`src/rtl/phy_tst_pkg.sv`:
```
package phy_tst_pkg;

    localparam int DATA_W = 8;
    localparam int ADDR_W = 8;

    typedef logic [DATA_W-1:0] byte_t;
    typedef logic [ADDR_W-1:0] addr_t;

    // raw test-port lines, packed so one synchronizer carries all of them
    typedef struct packed {
        logic  clr;
        logic  strobe;
        logic  phase_sel;
        byte_t din;
    } tst_lines_t;

    localparam int LINES_W = $bits(tst_lines_t);

    // decoded per-cycle action in the system domain
    typedef struct packed {
        logic  clear;
        logic  load_addr;
        logic  store_data;
        byte_t value;
    } tst_action_t;

    function automatic byte_t reg_default(input int idx);
        int v;
        v = (idx * 37 + 5) % 256;
        return byte_t'(v);
    endfunction

endpackage

```
`src/rtl/tst_input_sync.sv`:
```
module tst_input_sync #(
    parameter int WIDTH  = 11,
    parameter int STAGES = 2
) (
    input  logic             clk,
    input  logic             rst,
    input  logic [WIDTH-1:0] async_in,
    output logic [WIDTH-1:0] sync_out
);
    logic [STAGES-1:0][WIDTH-1:0] chain_q;

    generate
        for (genvar s = 0; s < STAGES; s++) begin : g_stage
            if (s == 0) begin : g_first
                always_ff @(posedge clk) begin
                    if (rst) chain_q[s] <= '0;
                    else     chain_q[s] <= async_in;
                end
            end else begin : g_next
                always_ff @(posedge clk) begin
                    if (rst) chain_q[s] <= '0;
                    else     chain_q[s] <= chain_q[s-1];
                end
            end
        end
    endgenerate

    assign sync_out = chain_q[STAGES-1];
endmodule

```
`src/rtl/tst_phase_decode.sv`:
```
module tst_phase_decode
    import phy_tst_pkg::*;
(
    input  logic        clk,
    input  logic        rst,
    input  tst_lines_t  lines_s,
    output tst_action_t action
);
    logic strobe_prev_q;
    logic strobe_rise;

    always_ff @(posedge clk) begin
        if (rst) strobe_prev_q <= 1'b0;
        else     strobe_prev_q <= lines_s.strobe;
    end

    assign strobe_rise = lines_s.strobe & ~strobe_prev_q;

    always_comb begin
        action.clear      = lines_s.clr;
        action.load_addr  = strobe_rise &  lines_s.phase_sel & ~lines_s.clr;
        action.store_data = strobe_rise & ~lines_s.phase_sel & ~lines_s.clr;
        action.value      = lines_s.din;
    end

    // a rising edge is seen for exactly one system cycle
    assert_single_rise_R5: assert property (@(posedge clk) disable iff (rst)
        strobe_rise |=> !strobe_rise);

    assert_one_action_R5: assert property (@(posedge clk) disable iff (rst)
        !(action.load_addr && action.store_data));
endmodule

```
`src/rtl/tst_reg_array.sv`:
```
module tst_reg_array
    import phy_tst_pkg::*;
#(
    parameter int NUM_REGS = 192
) (
    input  logic  clk,
    input  logic  rst,
    input  logic  clear,
    input  logic  wr_en,
    input  addr_t wr_addr,
    input  byte_t wr_data,
    input  addr_t rd_addr,
    output byte_t rd_data
);
    logic [NUM_REGS-1:0][DATA_W-1:0] flat;

    generate
        for (genvar i = 0; i < NUM_REGS; i++) begin : g_reg
            localparam addr_t MY_ADDR = addr_t'(i);
            localparam byte_t MY_INIT = reg_default(i);
            byte_t q;
            always_ff @(posedge clk) begin
                if (rst || clear)                      q <= MY_INIT;
                else if (wr_en && wr_addr == MY_ADDR)  q <= wr_data;
            end
            assign flat[i] = q;
        end
    endgenerate

    always_comb begin
        rd_data = '0;
        for (int i = 0; i < NUM_REGS; i++) begin
            if (rd_addr == addr_t'(i)) rd_data = flat[i];
        end
    end
endmodule

```
`src/rtl/phy_test_regbank.sv`:
```
module phy_test_regbank
    import phy_tst_pkg::*;
#(
    parameter int NUM_REGS    = 192,
    parameter int SYNC_STAGES = 2
) (
    input  logic       clk,
    input  logic       rst,
    input  logic       tst_clr,
    input  logic       tst_clk,
    input  logic       tst_en,
    input  logic [7:0] tst_din,
    output logic [7:0] tst_dout
);
    tst_lines_t  lines_raw;
    tst_lines_t  lines_s;
    tst_action_t action;
    addr_t       addr_q;
    byte_t       rd_data;
    byte_t       dout_q;

    assign lines_raw = '{clr: tst_clr, strobe: tst_clk, phase_sel: tst_en, din: tst_din};

    tst_input_sync #(.WIDTH(LINES_W), .STAGES(SYNC_STAGES)) u_sync (
        .clk     (clk),
        .rst     (rst),
        .async_in(lines_raw),
        .sync_out(lines_s)
    );

    tst_phase_decode u_decode (
        .clk    (clk),
        .rst    (rst),
        .lines_s(lines_s),
        .action (action)
    );

    always_ff @(posedge clk) begin
        if (rst || action.clear)   addr_q <= '0;
        else if (action.load_addr) addr_q <= action.value;
    end

    tst_reg_array #(.NUM_REGS(NUM_REGS)) u_regs (
        .clk    (clk),
        .rst    (rst),
        .clear  (action.clear),
        .wr_en  (action.store_data),
        .wr_addr(addr_q),
        .wr_data(action.value),
        .rd_addr(addr_q),
        .rd_data(rd_data)
    );

    always_ff @(posedge clk) begin
        if (rst) dout_q <= reg_default(0);
        else     dout_q <= rd_data;
    end

    assign tst_dout = dout_q;

    // the address only moves on an address phase or a clear
    assert_addr_hold_R3: assert property (@(posedge clk) disable iff (rst)
        (!action.load_addr && !action.clear) |=> $stable(addr_q));

    // clear drives the address back to zero
    assert_clear_addr_R6: assert property (@(posedge clk) disable iff (rst)
        action.clear |=> (addr_q == '0));

    // unimplemented addresses read as zero
    assert_oor_zero_R7: assert property (@(posedge clk) disable iff (rst)
        (int'(addr_q) >= NUM_REGS) |=> (tst_dout == '0));

    // stored byte reaches the readback two cycles after the data phase
    assert_write_visible_R4: assert property (@(posedge clk) disable iff (rst || action.clear)
        (action.store_data && int'(addr_q) < NUM_REGS) |=> ##1 (tst_dout == $past(action.value, 2)));
endmodule

```
`config.mk`:
```
export PLATFORM = sky130hd
export DESIGN_NAME = phy_test_regbank
export DESIGN_NICKNAME = d
export VERILOG_FILES = /design/src/rtl/phy_tst_pkg.sv /design/src/rtl/tst_input_sync.sv /design/src/rtl/tst_phase_decode.sv /design/src/rtl/tst_reg_array.sv /design/src/rtl/phy_test_regbank.sv
export SDC_FILE = /design/constraint.sdc
export NUM_CORES = 2
export LEC_CHECK = 0
export BUFFER_PORTS_ARGS = -buffer_cell sky130_fd_sc_hd__buf_4
export CAP_MARGIN = 0
export CORE_ASPECT_RATIO = 2
export CORE_MARGIN = 5
export CORE_UTILIZATION = 58
export DETAILED_ROUTE_END_ITERATION = 8
export PLACE_DENSITY = 0.77
export SYNTH_ARGS = -nofsm -noshare
export SYNTH_HDL_FRONTEND = slang
export SYNTH_HIERARCHICAL = 1
export SYNTH_SLANG_ARGS = --single-unit
```
`constraint.sdc`:
```
create_clock -name clk -period 2.9 [get_ports clk]
set_input_delay 0.435 -clock clk [delete_from_list [all_inputs] [get_ports clk]]
set_output_delay 0.435 -clock clk [all_outputs]
set_load 0.1 [all_outputs]
```
==> run summary, run 1 <==
The flow did not finish. Stage where the flow stopped: 5_1_grt. The first error in the log reads "[ERROR GRT-0116] Global routing finished with congestion. Check the congestion regions in the DRC Viewer".

The count of different cell masters after synthesis is 109. The tools report the total clock buffers created by CTS as 141. CTS built an H-tree with a depth of 4. The tree is rooted in a clkbuf_16. Averaged over all synthesized cells, the footprint is 7.32 um^2. Yosys attributes the largest share of cell area to dfxtp_1 43%, nand2_1 17%, a21oi_1 7.2%.

For this configuration, the core starts out at a cell density of 58.3%. Entering global routing, the biggest net connects 120 pins. When the netlist entered floorplanning its net count stood at 10100.

For this run, asynchronously set or reset flops after synthesis account for 0%. The top cell type's share of synthesized area is 42.6%. Input and output buffers added on the ports amount to 20. The most frequent cell after synthesis is nand2_1. The die outline width works out to 263 um. In this run the vertical extent of the chip is 515 um.

The logs give 6 for the number of warnings reported in the yosys synthesis log and 343 mm for the final HPWL from detailed placement. The count of pins on the block boundary is 21, and the share of synthesized area occupied by flip-flops and latches is 42.6%. The run gives 1.36 as the final RePlAce weighted congestion.

First-pass GRT wire length: 801 mm. The number of flops mapped to enable cells by yosys is 0, and the area of the mapped netlist is 74100 um^2. The clock sink count came out at 1575. By count the netlist is led by 3342 x nand2_1, 1575 x dfxtp_1, 1060 x a21oi_1. Counting every instance in the synthesized netlist gives 10100. After synthesis the netlist holds a flip-flop and latch count of 1575.

Most used flip-flop cell after synthesis: dfxtp_1. In this run the core area contains 185 standard-cell rows. The biggest area contributor in the post-synthesis netlist is dfxtp_1.

The maximum root-to-sink buffer count was 3; the via count of the first global-routing pass was 100000. The remaining global-route overflow is 1265. The run gives 12500 as the cell total after placement. For this run, the total global-route usage over all layers was measured as 78.4%.
## logic make-up after synthesis
group | share of synthesized area [%]
and+or+nand+nor | 28.6
AOI/OAI and AO/OA | 20.1
DFF | 42.6
buffers and inverters | 4.85
muxes | 3.88
xor gates and xnor gates | 0.0237
## per-stage QoR
step / hold slack, ns / setup WS (ns) / util, % / area (um^2) / TNS (ns)
floorplan: 0.411 / 0.000952 / - / 74100 / 0
global placement: 0.419 / -1.38 / 68.0 / 86400 / -19.90
detailed placement: 0.420 / -1.43 / 68.0 / 86400 / -21.05
CTS: 0.107 / -0.566 / 73.6 / 93500 / -4.14
## layer usage
layer | GRT overflow | global-route usage (%)
met1 | 28 | 76.6
met3 | 31 | 63.8
met2 | 686 | 94.2
met4 | 514 | 80.4
met5 | 6 | 39.2
## repair_timing
action	CTS
buffers inserted	44
pin swaps	69
gates cloned	10
resized for setup	317
hold endpoints to repair	11
hold buffers	11
setup endpoints to repair	149
==> inputs of run 2 (changes only) <==
CORE_ASPECT_RATIO = not set   (was 2)
CORE_UTILIZATION = 40   (was 58)
PLACE_DENSITY = not set   (was 0.77)
PLACE_DENSITY_LB_ADDON = 0.15   (was not set)
clock period = 3.8 ns   (was 2.9 ns; I/O delays follow)
==> run 2 against run 1 <==
Against the previous run: synthesized cell count is the same; the flow now finishes, with violations (design-rule violations, negative setup slack); synthesized area is the same.
==> run summary, run 2 <==
The core box area is 185000 um^2, and the buffers plus inverters on the worst setup path is 4. The per-cell via count in the routed design is 6.62. The largest fanout on the critical path came out at 20. The root buffer cell chosen for the clock tree is clkbuf_16. Once detail routing completed, the nets flagged for antenna violations numbered 0. The clock period minus final worst setup slack is 3.93 ns, and the share of synthesized area occupied by flip-flops and latches is 42.6%. The routed wire length came out at 497 mm.

After synthesis, the mean cell area works out to 7.32 um^2. The tools report the remaining design rule violation count as 1. For the via count of the first global-routing pass, the log shows 79100. Fill cells in the final layout number 18100. The final number of max-transition violations is 0. On the critical path, the stage with the largest delay is an instance of a221o_1.

The flow ran to the end, but the final reports show violations. The class of the most critical setup path is reg -> reg. The number of different library cells used by synthesis comes to 109. In this run the static leakage power is 35.2 nW. Setup repair after global routing could not meet its margin everywhere. Based on the critical path, the design can be clocked at up to 0.255 GHz. The floorplan step defined a die boundary enclosing 194000 um^2.

The most frequent cell after synthesis is nand2_1. The proportion of register bits with asynchronous set or reset after synthesis was 0%. The commonest cells after synthesis are 3342 x nand2_1, 1575 x dfxtp_1, 1060 x a21oi_1. The pre-antenna-repair detailed-routing pass consisted of 7 iterations.

The first global-routing pass estimated 669 mm of wire. In this run, the number of DRC markers left after iteration 0 of detailed routing was 16000. TritonCTS built the clock tree.

The count of cells in the finished layout, fillers not included, comes to 13400. Setup violations remaining at the end of the flow were counted as 8. dfxtp_1 takes more of the synthesized area than any other cell. The post-synthesis net count came out at 10100.

The flip-flop count of the largest register, all copies and words added came out at 1536. In this run the cell area of the synthesized design comes to 74100 um^2. The initial antenna violation count came out at 63. At the pin with the least slew margin, the transition time is 1.07 ns.

For the cell total after placement, the log shows 12900. The fraction of power consumed by the clock network is 50.9%. The kind of cell with the highest combined delay on the critical path was compound AO/OA/AOI/OAI gates. From bottom edge to top edge, the die measures 440 um. The total overflow left after global routing is 0. Dividing the final minimum period by the clock period gives 103%. IR analysis of the VDD net gives a maximum drop of 0.425 mV. The clock arrives with 0.0409 ns of skew.

Overall routing resource usage: 49.2%. After synthesis the netlist holds a flip-flop and latch count of 1575. After clock tree synthesis, the clock-pin slew on the worst setup and hold paths is 0.07 ns.

The floorplan has 158 rows. The worst setup margin came out at -0.125 ns. The Yosys step of the flow raised 6 warnings. The die outline width is 440 um, and the number of flops mapped to enable cells by yosys is 0. The tools report the initial core utilization as 40.1%.

The kind of path behind the tightest hold check was in -> reg. The number of instances in the synthesized netlist is 10100, and the switching component of the power is 8.72 mW. In the final layout, the share of cells above drive strength 1 is 16.5%. The switching share of power was 24.2%. The top cell type by area accounts for 42.6% of the synthesized area. The logs give 21 for the count of pins on the block boundary and 88400 for the vias after detailed routing. The critical path goes through buf_12 -> buf_12 -> nand4_1 -> buf_12 -> o22ai_1 -> a221o_1 -> nor2_2 -> o21ai_0 -> a211oi_4 -> o21ai_2 -> buf_4 -> a221o_1 -> a31o_1 -> or2_1. The cell occurring most often along the worst timing path is buf_12. The H-tree was split into 4 levels. Top register by number of flip-flops: u_regs/g.q. The run gives 3.0% as the part of the power in combinational logic.

The tools report the clock sink count as 1575. The nature of the critical path endpoint is a register. Timing analysis after detailed placement gives a worst setup slack of -0.972 ns.

The run gives 120 as the largest net degree at the start of global routing. In this run the tool buffered the top-level ports with 20 buffer cells. The logs give 0 for the count of endpoints failing hold in the final timing report and 27.3 mW for the internal power consumption.

The congestion estimate from routability-driven global placement came to 1.11. The longest clock path from root to sink contains 3 buffers. The library cell used most frequently in the layout, excluding fill and tap cells, is nand2_1. The total clock buffers created by CTS was 178; the power per cell area was 392 nW/um^2. By area the synthesized netlist is led by dfxtp_1 43%, nand2_1 17%, a21oi_1 7.2%. In this run the tightest slew margin relative to its limit is 28.9%. Compared with the post-synthesis result, the final layout area differs by 24.1%.

For the final HPWL from detailed placement, the log shows 353 mm. The tools report the max capacitance violation total as 0. Sequential cells burn 46.1% of the power. The arrival time at the worst endpoint is 4.67 ns, and the highest cell delay on the worst timing path is 0.45 ns. The final net count was 10700. In the final routed layout, each cell accounts on average for 37.2 um.

The worst path required time is 4.55 ns. The later pin in the worst-skew pair is clocked with a latency of 0.87 ns. The startpoint type of the worst setup path is a register. The final reports fail on design-rule violations, negative setup slack. In the layout the commonest cells are 3338 x nand2_1, 1559 x dfxtp_1, 1049 x a21oi_1.

Among all flip-flop cells after synthesis, the most frequent one is dfxtp_1.
## run 2: cell counts after synthesis
No cell type changed its count.
## run 2: timing repair
item                                   in CTS  in global routing
setup endpoints to repair                   8                  8
endpoints found under the hold margin      11                  0
hold buffers                               11                  0
cloned                                      1                  2
gates resized for setup                    73                 65
setup buffers                              18                 11
pin swaps                                  14                 26
## run 2: routing by layer
| metal | share of wire (%) | track usage, % | vias up | wire length, um |
|---|---|---|---|---|
| li1 | - | - | 36300 | - |
| met1 | 38 | 63.9 | 42100 | 188000 |
| met2 | 38 | 65.7 | 8010 | 190000 |
| met3 | 15 | 18.4 | 1984 | 73600 |
| met4 | 9.0 | 36.5 | 38 | 44900 |
| met5 | 0.056 | 0 | - | 278 |
## run 2: kinds of logic (layout without fill, tap and decap cells)
family,count (synthesis),after routing,synth area share (%)
xor+xnor,2,2,0.0237
other cells,0,51,0
compound gates,2438,2438,20.1
mux,276,276,3.88
buf+inv,811,1524,4.85
flops,1575,1575,42.6
simple gates,5011,5011,28.6
## run 2: through the flow
stage                     hold WS, ns  util, %  power, mW  area (um^2)  setup TNS (ns)
after global routing            0.228     49.7       36.6        91800         -0.0159
final                           0.227     49.7       36.0        92000          -0.566
after global placement          0.419     45.9       18.0        84800           -4.28
after detailed placement        0.418     45.9       18.0        84800           -4.28
after floorplan                 0.411        -       17.4        74100               0
after CTS                       0.185     49.5       36.0        91400               0
## run 2: final cells by class
class                           count  area, um^2  area share (%)
Antenna cell                       51         128           0.139
Clock buffer                      248        5100            5.55
Clock inverter                     75         938            1.02
Inverter                           26         100           0.109
Multi-Input combinational cell   7727       39900            43.4
Sequential cell                  1575       31600            34.3
Tap cell                         2480        3100            3.37
Timing Repair Buffer             1175       11100            12.1
## run 2: worst paths after layout
kind	from	depth (start not counted)	end	slack, ns
worst max-delay path	addr_q[1]	14	tst_dout[0]	-0.13
worst min register to register	u_sync/chain_q[4]	1	u_sync/sync_out[4]	0.44
worst max register to register	addr_q[1]	14	tst_dout[0]	-0.13
worst min-delay path	rst	2	u_sync/sync_out[9]	0.23
## run 2: worst register-to-register path: stages (launching register included)
cell	delay [ns]
dfxtp_4	0.41
buf_12	0.15
buf_12	0.15
nand4_1	0.20
buf_12	0.23
o22ai_1	0.32
a221o_1	0.34
nor2_2	0.24
o21ai_0	0.21
a211oi_4	0.36
o21ai_2	0.15
buf_4	0.18
a221o_1	0.45
a31o_1	0.21
or2_1	0.20
## run 2: power by group through the flow
| stage | registers (mW) | clock network (mW) | logic (mW) |
|---|---|---|---|
| CTS | 16.6 | 18.3 | 1.03 |
| global placement | 17.0 | 0 | 1.02 |
| finish | 16.6 | 18.3 | 1.09 |
| detailed placement | 17.0 | 0 | 1.02 |
| floorplan | 16.9 | 0 | 0.529 |
| global route | 16.6 | 19.0 | 1.08 |
Note: power is estimated with default switching activity, not from simulation.
